File: src/rtl/peak_level_monitor.sv
module peak_level_monitor #(
  parameter int SAMPLE_W = 20
) (
  input  logic                clk,
  input  logic                rst_n,
  input  logic                smp_valid,
  input  logic [SAMPLE_W-1:0] smp_left,
  input  logic [SAMPLE_W-1:0] smp_right,
  input  logic                accept_left,
  input  logic                accept_right,
  input  logic                rd_strobe,
  output logic [7:0]          status_byte
);

  localparam int CODE_W = 3;
  localparam longint FS20 = 524287;
  localparam longint FS = (64'sd1 <<< (SAMPLE_W - 1)) - 1;

  localparam longint T1_20 = 467272;
  localparam longint T2_20 = 416456;
  localparam longint T3_20 = 371167;
  localparam longint T4_20 = 330803;
  localparam longint T5_20 = 294829;
  localparam longint T6_20 = 262766;

  localparam logic [SAMPLE_W-1:0] FULL  = SAMPLE_W'(FS);
  localparam logic [SAMPLE_W-1:0] THR_1 = SAMPLE_W'((T1_20 * FS + FS20 - 1) / FS20);
  localparam logic [SAMPLE_W-1:0] THR_2 = SAMPLE_W'((T2_20 * FS + FS20 - 1) / FS20);
  localparam logic [SAMPLE_W-1:0] THR_3 = SAMPLE_W'((T3_20 * FS + FS20 - 1) / FS20);
  localparam logic [SAMPLE_W-1:0] THR_4 = SAMPLE_W'((T4_20 * FS + FS20 - 1) / FS20);
  localparam logic [SAMPLE_W-1:0] THR_5 = SAMPLE_W'((T5_20 * FS + FS20 - 1) / FS20);
  localparam logic [SAMPLE_W-1:0] THR_6 = SAMPLE_W'((T6_20 * FS + FS20 - 1) / FS20);

  function automatic logic [CODE_W-1:0] level_code(input logic [SAMPLE_W-1:0] s);
    logic [SAMPLE_W-1:0] mag;
    mag = s[SAMPLE_W-1] ? (~s + 1'b1) : s;
    if (mag >= FULL)       level_code = 3'd7;
    else if (mag >= THR_1) level_code = 3'd6;
    else if (mag >= THR_2) level_code = 3'd5;
    else if (mag >= THR_3) level_code = 3'd4;
    else if (mag >= THR_4) level_code = 3'd3;
    else if (mag >= THR_5) level_code = 3'd2;
    else if (mag >= THR_6) level_code = 3'd1;
    else                   level_code = 3'd0;
  endfunction

  logic [CODE_W-1:0] code_l, code_r;
  logic [CODE_W-1:0] held_l, held_r;

  assign code_l = level_code(smp_left);
  assign code_r = level_code(smp_right);

  always_ff @(posedge clk) begin
    if (!rst_n) begin
      held_l <= '0;
      held_r <= '0;
    end else if (rd_strobe) begin
      held_l <= smp_valid ? code_l : '0;
      held_r <= smp_valid ? code_r : '0;
    end else if (smp_valid) begin
      if (code_l > held_l) held_l <= code_l;
      if (code_r > held_r) held_r <= code_r;
    end
  end

  assign status_byte = {accept_right, accept_left, held_r, held_l};

endmodule

File: config.mk
export PLATFORM = sky130hd
export DESIGN_NAME = peak_level_monitor
export DESIGN_NICKNAME = d
export VERILOG_FILES = /design/src/rtl/peak_level_monitor.sv
export SDC_FILE = /design/constraint.sdc
export NUM_CORES = 1
export LEC_CHECK = 0
export ABC_AREA = 1
export BUFFER_PORTS_ARGS = -buffer_cell sky130_fd_sc_hd__buf_2
export CAP_MARGIN = 10
export CORE_UTILIZATION = 59
export CTS_BUF_LIST = sky130_fd_sc_hd__clkbuf_4 sky130_fd_sc_hd__clkbuf_8
export CTS_CLUSTER_SIZE = 25
export DETAILED_ROUTE_END_ITERATION = 10
export PLACE_DENSITY = 0.87
export SLEW_MARGIN = 20
export SYNTH_ARGS = -nofsm -noshare
export SYNTH_HDL_FRONTEND = slang
export SYNTH_SLANG_ARGS = --single-unit
export TNS_END_PERCENT = 100
File: constraint.sdc
create_clock -name clk -period 3.2 [get_ports clk]
set_clock_uncertainty 0.15 [all_clocks]
set_input_delay 0.32 -clock clk [delete_from_list [all_inputs] [get_ports clk]]
set_output_delay 0.32 -clock clk [all_outputs]
set_load 0.005 [all_outputs]
==> metrics.md <==
| Metric | Value |
|---|---|
| Critical path arrival | `3.12 ns` |
| Nets@finish | `731` |
| Post-Syn Area per Cell | `4.909 um2` |
| Drt first pass iters | `7` |
| Area contributors post-synth | `nand2_1 28%, nand3_1 11%, inv_1 10%, nor2_1 9.7%, dfxtp_1 4.1%` |
| Final setup violating endpoints | `0` |
| Initial DRC count | `301` |
| Worst Setup Path Type | `input pin to flop` |
| Most common cell in the synthesized netlist | `nand2_1` |
| Worst path top cell family by delay | `simple AND/OR/NAND/NOR gates` |
| Setup ws final | `0.08816 ns` |
| Starting density of the core | `0.6132` |
| Startpoint Class | `input pin` |
| Crit path top cell by count | `nand2_2` |
| Post-synth top area cell | `nand2_1` |
| Remaining Overflow, GRT | `0` |
| Power Density | `209.4 nW/um2` |
| Post-synth top cells | `218 x nand2_1, 77 x inv_1, 75 x nor2_1, 62 x nand3_1, 16 x a21oi_1` |
| Critical path, cell by cell | `buf_2 -> inv_2 -> buf_6 -> nand3_4 -> nor2_4 -> nand3_2 -> nand2_2 -> o21ai_2 -> nand2_2 -> nand2_4 -> nand2_2 -> nand2_1 -> nor2_1 -> nand2_2 -> nand2_2 -> nand2_4 -> o31ai_4 -> ha_1 -> nand2_1 -> o21ai_2 -> buf_4 -> a31oi_4 -> nand2_1 -> a21oi_2` |
| Total Power | `796.8 uW` |
| Max-Slew Margin vs Limit | `0.7298` |
| Via density | `5.615` |
| Die X | `72.07 um` |
| Max stage delay on crit path | `0.29 ns` |
| I/O Pins | `54` |
| Skew-Pair Late Insertion Delay | `0.23 ns` |
| Fin crit share | `0.9725` |
| Post-synthesis mux area share | `0` |
| First-pass GRT wire length | `13.94 mm` |
| Worst slack at placement | `-0.2264 ns` |
| Per-cell routed wire length | `12.56 um` |
| DP Wirelength | `6.898 mm` |
| Final Instance Area | `3805 um2` |
| Max Freq | `321.4 MHz` |
| Mapped Nets | `roughly 640` |
| CTS Buf Count | `3` |
| H-tree Lvls | `1` |
| FP Rows | `25` |
| Combinational family with the most area after synthesis | `simple AND/OR/NAND/NOR gates` |
| CTS tree | `done` |
| Number of enable flip-flop cells after synthesis | `0` |
| Port buffer count | `49` |
| Cell variety after synth | `44` |
| Synth top area share | `0.2825` |
| Slowest CP cell | `ha_1` |
| Maximum Capacitance Violations | `0` |
| Async set or reset register ratio after synthesis | `0` |
| Crit Path Max Fanout | `5` |
| Synthesis-to-finish area growth | `31.36%` |
| Compound-Gate Fraction of Synth Area | `0.09330` |
| Yosys reg bits | `6` |
| Hold_buf cts | `0` |
| Final Slew Violations | `0` |
| Worst EP required | `3.21 ns` |
| RSZ-0062 raised after global routing | `yes` |
| Synth Area in Simple Gates | `0.6773` |
| Final-report hold violation count | `0` |
| Maximum number of pins on one net before global-route repair | `21` |
| CTS Sinks | `6` |
| Total wire length | `9.318 mm` |
| Critical path capture point type | `flop` |
| VDD IR max | `0.0001484 V` |
| Dpl cell area | `3400 um2` |
| Xor-xnor portion of the synthesized cell area | `0.01512` |
| Most used DFF post-synth | `dfxtp_1` |
| Period minus WS final | `3.112 ns` |
| Hold crit path type | `input pin to flop` |
| Routability cong. | `1.000` |
| Core Region | `4723 um2` |
| CTS Buffer Depth | `2` |
| Die area | `5193 um2` |
| Mapped Cells | `590` |
| Buf/Inv on CP | `4` |
| Root buffer cell | `clkbuf_8` |
| Gr usage total | `0.3176` |
| Synth Area in Adders | `0.03456` |
| Util after Layout | `0.8056` |
| DIE HEIGHT | `72.07 um` |
| DRC Markers | `0` |
| Actual slew at the worst max-slew pin | `0.4011 ns` |
| Min Hold Slack | `0.2933 ns` |
| Diode count | `0` |
| Sequential area share after synthesis | `0.04147` |
| Synth Warn # | `0` |
| Mapped cell area | `2897 um2` |
| Outcome | `finished, final reports clean` |
| Vias in the first global route | `~3600` |
| Clock slew at reported path FFs | `~0.040 ns` |
| Lkg Pwr | `slightly above 2 nW` |
| Initial antenna violation count | `0` |
| Via count | `4166` |
| Remaining antenna violation count | `0` |
| Share of layout cells above drive strength 1 | `0.3170` |
-- per-stage QoR --
stage          setup TNS (ns)  std cells
6_report                    0        742
5_1_grt               -0.5820        742
4_1_cts                     0        732
3_5_place_dp          -0.8838        729
3_3_place_gp          -0.2542        729
2_1_floorplan               0        590
-- layer usage --
metal  part of all wire  vias up  global-route usage
met5                  0        -                   0
met4              0.037        0             0.09586
met3              0.057       49             0.02917
met2               0.51      211              0.6251
met1               0.39     1871              0.3552
li1                   -     2035                   -
-- worst paths after layout --
check	start	to	slack, ns	depth (start not counted)
worst max-delay path	smp_right[0]	held_r[0]	0.09	24
worst min-delay path	rd_strobe	held_r[1]	0.29	4
worst max register to register	held_r[2]	held_r[0]	1.41	8
worst min register to register	held_r[1]	held_r[1]	0.32	2
-- cell type report --
cell class	count	area (um2)
Clock buffer	3	41.29
Fill cell	325	918.4
Inverter	90	342.8
Multi-Input combinational cell	486	2644
Sequential cell	6	120.1
Tap cell	67	83.83
Timing Repair Buffer	90	573.1
-- repair_timing --
item | in CTS | in global routing
pin swaps | 0 | 36
buffers inserted | 0 | 10
setup endpoints to repair | 1 | 6
resized for setup | 1 | 74
-- flip-flops by register name, indices dropped and copies added, names as in the netlist --
signal	count
held_l	3
held_r	3
-- worst register-to-register path, delay by kind of cell (launching register included) --
| kind | cells | cell delay, ns |
|---|---|---|
| AOI/OAI and AO/OA | 4 | 0.61 |
| DFF | 1 | 0.34 |
| adders and majority gates | 1 | 0.33 |
| buffers and inverters | 2 | 0.21 |
| and+or+nand+nor | 1 | 0.09 |
-- cells in the final DEF (no fill, tap or decap), types with 3 or more instances in the layout --
cell and n:
nand3_2 7, inv_1 74, o21ai_0 8, o21ai_1 3
nor3_2 6, clkbuf_8 3, nor3_1 4, nand4_1 14
nor2_1 66, nand2_4 5, nor2_2 17, nand2_1 199
inv_2 14, a21oi_2 7, a21oi_1 10, o21ai_2 6
ha_1 5, dfxtp_1 6, buf_2 49, nand3_1 59
nor2_4 8, nand2_2 31, nand3b_1 6, buf_4 38
-- where the power goes --
group,total (mW),switching [mW],internal [mW],leakage (nW)
Sequential,0.0867,0.00495,0.0817,0.0490
Clock,0.118,0.0367,0.0811,0.0216
Combinational,0.592,0.361,0.231,1.95
Total,0.797,0.403,0.394,2.02
-- cell families (layout without fill, tap and decap cells) --
logic type	Yosys count	count (layout)
AO/OA/AOI/OAI	43	43
XOR/XNOR	5	5
adder cells (fa/ha/maj)	8	8
buffers and inverters	98	183
flip-flops	6	6
AND/OR/NAND/NOR	430	430
Power figures use the tool's default switching activity.
